**src/rtl/irq_ctl_unit.sv**
```systemverilog
module irq_ctl_unit #(
  parameter int                  ADDR_W   = 8,
  parameter logic [ADDR_W-1:0]   CTL_ADDR = 'h0B,
  parameter int                  PC_W     = 13,
  parameter logic [PC_W-1:0]     VECTOR   = 'h004,
  parameter int                  CHG_W    = 4
) (
  input  logic              clk,
  input  logic              rst_n,
  input  logic [ADDR_W-1:0] reg_addr,
  input  logic [7:0]        reg_wdata,
  input  logic              reg_we,
  output logic [7:0]        reg_rdata,
  input  logic              tmr_ovf,
  input  logic              ee_done,
  input  logic              ee_clr,
  input  logic              ext_pin,
  input  logic [CHG_W-1:0]  port_hi,
  input  logic              irq_ack,
  output logic              irq_req,
  output logic [PC_W-1:0]   irq_vector
);

  localparam int B_GIE = 7, B_EEE = 6, B_TME = 5, B_PNE = 4, B_CHE = 3;
  localparam int F_TMR = 2, F_PIN = 1, F_CHG = 0;

  logic [7:0]       ctl, ctl_d;
  logic             ee_pend;
  logic [2:0]       pin_sh;
  logic [CHG_W-1:0] chg_s1, chg_s2, chg_snap;

  wire wr_hit   = reg_we && (reg_addr == CTL_ADDR);
  wire pin_rise = pin_sh[1] & ~pin_sh[2];
  wire port_chg = |(chg_s2 ^ chg_snap);

  always_ff @(posedge clk or negedge rst_n)
    if (!rst_n) begin
      pin_sh   <= '0;
      chg_s1   <= '0;
      chg_s2   <= '0;
      chg_snap <= '0;
    end else begin
      pin_sh   <= {pin_sh[1:0], ext_pin};
      chg_s1   <= port_hi;
      chg_s2   <= chg_s1;
      chg_snap <= chg_s2;
    end

  always_comb begin
    ctl_d = ctl;
    if (wr_hit)   ctl_d = reg_wdata;
    if (irq_ack)  ctl_d[B_GIE] = 1'b0;
    if (tmr_ovf)  ctl_d[F_TMR] = 1'b1;
    if (pin_rise) ctl_d[F_PIN] = 1'b1;
    if (port_chg) ctl_d[F_CHG] = 1'b1;
  end

  always_ff @(posedge clk or negedge rst_n)
    if (!rst_n) begin
      ctl     <= '0;
      ee_pend <= 1'b0;
    end else begin
      ctl     <= ctl_d;
      ee_pend <= ee_done | (ee_pend & ~ee_clr);
    end

  assign reg_rdata  = (reg_addr == CTL_ADDR) ? ctl : 8'h00;
  assign irq_vector = VECTOR;
  assign irq_req    = ctl[B_GIE] & ((ctl[B_TME] & ctl[F_TMR]) |
                                    (ctl[B_PNE] & ctl[F_PIN]) |
                                    (ctl[B_CHE] & ctl[F_CHG]) |
                                    (ctl[B_EEE] & ee_pend));

  assert_gie_gate_R3: assert property (@(posedge clk) disable iff (!rst_n)
    !ctl[B_GIE] |-> !irq_req);
  assert_tmr_set_R4: assert property (@(posedge clk) disable iff (!rst_n)
    tmr_ovf |=> ctl[F_TMR]);
  assert_tmr_hold_R4: assert property (@(posedge clk) disable iff (!rst_n)
    (ctl[F_TMR] && !(wr_hit && !reg_wdata[F_TMR])) |=> ctl[F_TMR]);
  assert_port_set_R6: assert property (@(posedge clk) disable iff (!rst_n)
    port_chg |=> ctl[F_CHG]);
  assert_ee_set_R8: assert property (@(posedge clk) disable iff (!rst_n)
    ee_done |=> ee_pend);
  assert_ack_clear_R9: assert property (@(posedge clk) disable iff (!rst_n)
    irq_ack |=> !ctl[B_GIE]);
  assert_event_wins_R10: assert property (@(posedge clk) disable iff (!rst_n)
    (pin_rise && wr_hit && !reg_wdata[F_PIN]) |=> ctl[F_PIN]);

endmodule

```
**config.mk**
```make
export PLATFORM = sky130hd
export DESIGN_NAME = irq_ctl_unit
export DESIGN_NICKNAME = d
export VERILOG_FILES = /design/src/rtl/irq_ctl_unit.sv
export SDC_FILE = /design/constraint.sdc
export NUM_CORES = 1
export LEC_CHECK = 0
export ABC_AREA = 1
export CAP_MARGIN = 10
export CORE_MARGIN = 1.5
export CORE_UTILIZATION = 50
export DETAILED_ROUTE_END_ITERATION = 10
export DONT_BUFFER_PORTS = 1
export HOLD_SLACK_MARGIN = 0.1
export MAX_ROUTING_LAYER = met4
export SLEW_MARGIN = 0
export SYNTH_ARGS = -nofsm -noshare
export SYNTH_HDL_FRONTEND = slang
export SYNTH_SLANG_ARGS = --single-unit
export TNS_END_PERCENT = 100
```
**constraint.sdc**
```tcl
create_clock -name clk -period 1.4 [get_ports clk]
set_input_delay 0 -clock clk [delete_from_list [all_inputs] [get_ports clk]]
set_output_delay 0 -clock clk [all_outputs]
set_load 0.01 [all_outputs]
```
* Yosys cells after proc, flatten, opt, wreduce, memory -nomap -nowiden
Cells that the tools add are included.
W data, S select, Z words.
** Cells by class
- Equality and inequality tests :: 1
- Muxes and demuxes :: 6
- Bitwise logic cells :: 14
- Reduce and logical (&&, ||, !) cells :: 6
** Operators by type and width (number)
- $mux W8 :: 2
- $eq A8 B4 Y1 const B :: 1
- $reduce_bool A2 Y1 :: 4
- $and A1 B1 Y1 :: 7
- $mux W1 :: 4
- $or A1 B1 Y1 :: 4
- $reduce_or A4 Y1 :: 1
- $xor A4 B4 Y4 :: 1
- $not A1 Y1 :: 2
- $logic_and A1 B1 Y1 :: 1
** Storage, ports and cells
- Bits in registers :: 24

* Logic depth before layout (Yosys ltp)
- Word-level depth :: 5
- Depth in mapped cells :: 6

* Worst setup path after synthesis
Ideal clock, no wire load.
- Path type :: register to register
- Start point :: register chg_snap[0]
- End point :: register ctl[0]
- Library setup time :: 124 ps
- Arrival time :: 703 ps
- Data required time :: 1276 ps
- Setup slack :: 573 ps
- Stages on the path, launching flop included :: 5
- Path through :: dfrtp_1 -> xnor2_1 -> nand2_1 -> nor2_1 -> nand3_1
** On the way
- Longest elaborated chain between the ends :: 3
- Elaborated cells between the ends (all ways) :: 4
- Those cells by class :: mux (1); bitwise (1); reduce/logical (2)
** RTL lines
- start, declared :: RTL line 30 : logic [CHG_W-1:0] chg_s1, chg_s2, chg_snap;
- start signal, assigned :: RTL line 46 : chg_snap <= chg_s2;
- $xor A4 B4 Y4 * :: RTL line 34 : wire port_chg = |(chg_s2 ^ chg_snap);
- $reduce_or A4 Y1 * :: RTL line 34
- $mux W1 / $reduce_bool A2 Y1 (equally long branches)
- end signal, assigned :: RTL line 63 : ctl <= ctl_d;
- end, declared :: RTL line 27 : logic [7:0] ctl, ctl_d;
Every way passes the cells marked *; elsewhere a longest branch is shown, timed or not.
A chain may end at the register's enable or synchronous reset.

* Worst setup path in the final report
- Start point :: input reg_addr[3]
- End point :: register ctl[1]
** On the way
- Longest elaborated chain between the ends :: 3
** RTL lines
- start, declared :: RTL line 10 : input logic [ADDR_W-1:0] reg_addr,
- $eq A8 B4 Y1 :: RTL line 32 : wire wr_hit = reg_we && (reg_addr == CTL_ADDR);
- $logic_and A1 B1 Y1 :: RTL line 32
- $reduce_bool A2 Y1 (no source line)
No other way between the ends.

==> reports/qor.txt <==
Initial core utilization - 0.548
Num ports - 50
ANT cells - 0
Worst Setup Slack, final - 0.0453 ns
Slowest CP cell - dlygate4sd3_1
Kind of critical path - in -> reg
ANT nets after route - 0
CTS buffer count - 3
Final worst path period share - 0.968
Synth Area in Simple Gates - 0.240
Clk_lat worst skew - 0.32 ns
Mux share of post-synthesis cell area - 0
Detailed Routing Iterations Pass 1 - 4
Synthesis warning total - 0
Residual DRC - 0
# setup viols final - 0
Largest net degree at the start of global routing - 25
Power, Total - 1350 uW
Max-slew headroom - 0.316
Slowest stage delay, CP - 0.59 ns
Max-slew violations - 0
Synth Area in Compound Gates - 0.0181
Vias in the first global route - 794
Fin cells - 184
Maximum clock rate - 738 MHz
Max-Cap Viols - 0
Sequential share of the synthesized area - 0.542
Tot GR Track Use - 0.181
CP cell instances - dlygate4sd3_1, nand2_1, nor2_2, nand3_1, dlygate4sd3_1, nand2_1, nand3_1
Final Cell Area - 1440 um2
Post-Syn Area - 1110 um2
Routed WL - 2.08 mm
Largest family of logic cells by synthesized area - simple AND/OR/NAND/NOR gates
Hold Path Origin - port_hi[3]
Peak VDD IR - 0.667 mV
Htree depth - 1
Synth Area in Adders - 0
First DRT Iteration DRCs - 21
Cells after Synth - 125
Vias per cell - 4.72
Die X - 50.1 um
Worst endpoint required time - 1.62 ns
Syn avg cell area - 8.87 um2
PwrDens - 941 nW/um2
Bufs on Longest Clock Path - 2
Placed cells - 149
Share of cells above drive strength 1 - 0.102
Placed Area - 1080 um2
Post-synthesis xor/xnor area fraction - 0.0237
Crit end category - flip-flop
Actual slew at the worst max-slew pin - 1.02 ns
Status - completed
Synth Register Bits - 24
Total congestion overflow - 0
Arrival time at the worst endpoint - 1.57 ns
Setup crit start - reg_addr[3]
Gpl congestion - 0.773
Num rows - 16
Post-synth top area cell - dfrtp_1
Top cells by area, synth - dfrtp_1 (54%), buf_4 (9.5%), nand2_1 (7.8%)
Leakage power - 0.000745 uW
Core Footprint - 2020 um2
First-pass GRT wire length - 3.26 mm
Reg-to-Reg Start - ctl[7]
Final Hold Fails - 0
I/O Buffers - 0
Pre-CTS worst setup slack - 0.520 ns
Worst hold slack - 0.235 ns
Hold WC Path Type - in -> reg
Mean routed wirelength per cell - 11.3 um
Clock slew at reported path FFs - 0.13 ns
Final-stage net count - 186
Post-synth cell types - 15
Clock sink total - 24
Largest fanout on the critical path - 2
Clk root buf - clkbuf_4
Placed wire-length estimate - 1.30 mm
Height of the die - 50.1 um
Top-area cell type share of the netlist area - 0.542
Vias - 869
Setup Skew - 0.0111 ns
Die area - 2510 um2
Element type at the critical path start - input port
CTS tree - done
Antenna violations before repair - 0
Synthesis-to-layout area growth - 29.6%
Fin crit period - 1.35 ns
==> final timing paths <==
check                             to  cells past startpoint  slack, ns
max                           ctl[1]                      7       0.05
min                        chg_s1[3]                      1       0.24
max reg2reg                   ctl[7]                      3       0.18
min reg2reg                chg_s2[3]                      0       0.36
max in group asynchronous  chg_s2[2]                      1       0.49
min in group asynchronous     ctl[0]                      1       0.29
==> worst max-delay path, delay by kind of cell <==
kind                   cells  cell delay (ns)
buffers and inverters      2             1.12
AND/OR/NAND/NOR            5             0.46
==> cell usage after synthesis <==
cell type / number
conb_1: 2
o22ai_1: 2
o21bai_1: 1
nand2_2: 2
nor2_1: 14
nand3_1: 12
dfrtp_1: 24
nor2_2: 3
nand2_1: 23
nor2_8: 1
xnor2_1: 3
buf_4: 14
inv_1: 22
nand3_2: 1
nand4_1: 1
==> cells in the final DEF (no fill, tap or decap), types with 3 or more instances in the layout <==
master	count
dlygate4sd3_1	26
nand3_1	12
nor2_1	13
xnor2_1	3
clkbuf_4	3
conb_1	13
nor2_2	4
inv_1	22
nand2_1	23
dfrtp_1	24
buf_4	4
==> logic make-up (layout without fill, tap and decap cells) <==
logic type / after synthesis / count (layout)
compound gates: 3 / 3
other cells: 2 / 13
xor+xnor: 3 / 3
simple gates: 57 / 57
buf+inv: 36 / 57
flops: 24 / 24
==> flip-flops by register name, indices dropped and copies added (netlist names) <==
register / count
ctl: 8
chg_snap: 4
pin_sh: 3
chg_s1: 4
ee_pend: 1
chg_s2: 4
==> report_power, final <==
group / internal, uW / switching [uW] / leakage [uW]
Combinational: 57.6 / 66.7 / 0.000436
Sequential: 722 / 13.2 / 0.000281
Clock: 289 / 202 / 0.0000279
==> stage by stage <==
stage / setup TNS [ns] / utilization
4_1_cts: 0 / 0.698
3_3_place_gp: 0 / 0.533
6_report: 0 / 0.710
2_1_floorplan: 0 / -
5_1_grt: -0.0512 / 0.710
3_5_place_dp: 0 / 0.533
==> layout make-up <==
class | instances | area, um2
Clock buffer | 3 | 22.5
Tap cell | 27 | 33.8
Multi-Input combinational cell | 76 | 364
Sequential cell | 24 | 601
Fill cell | 168 | 586
Inverter | 22 | 82.6
Clock inverter | 1 | 30.0
Timing Repair Buffer | 31 | 303
==> routing by layer <==
layer	share of wire	vias up	track usage
met3	0.065	7	0.0364
li1	-	414	-
met5	0	-	-
met4	0.025	0	0.0833
met2	0.50	43	0.307
met1	0.41	405	0.204
==> repair_timing <==
action	in CTS	in global routing
resized for setup	0	2
endpoints found under the setup margin	0	8
hold endpoints to repair	38	0
setup buffers	0	4
hold buffers	28	0
(Power assumes the default switching activity.)
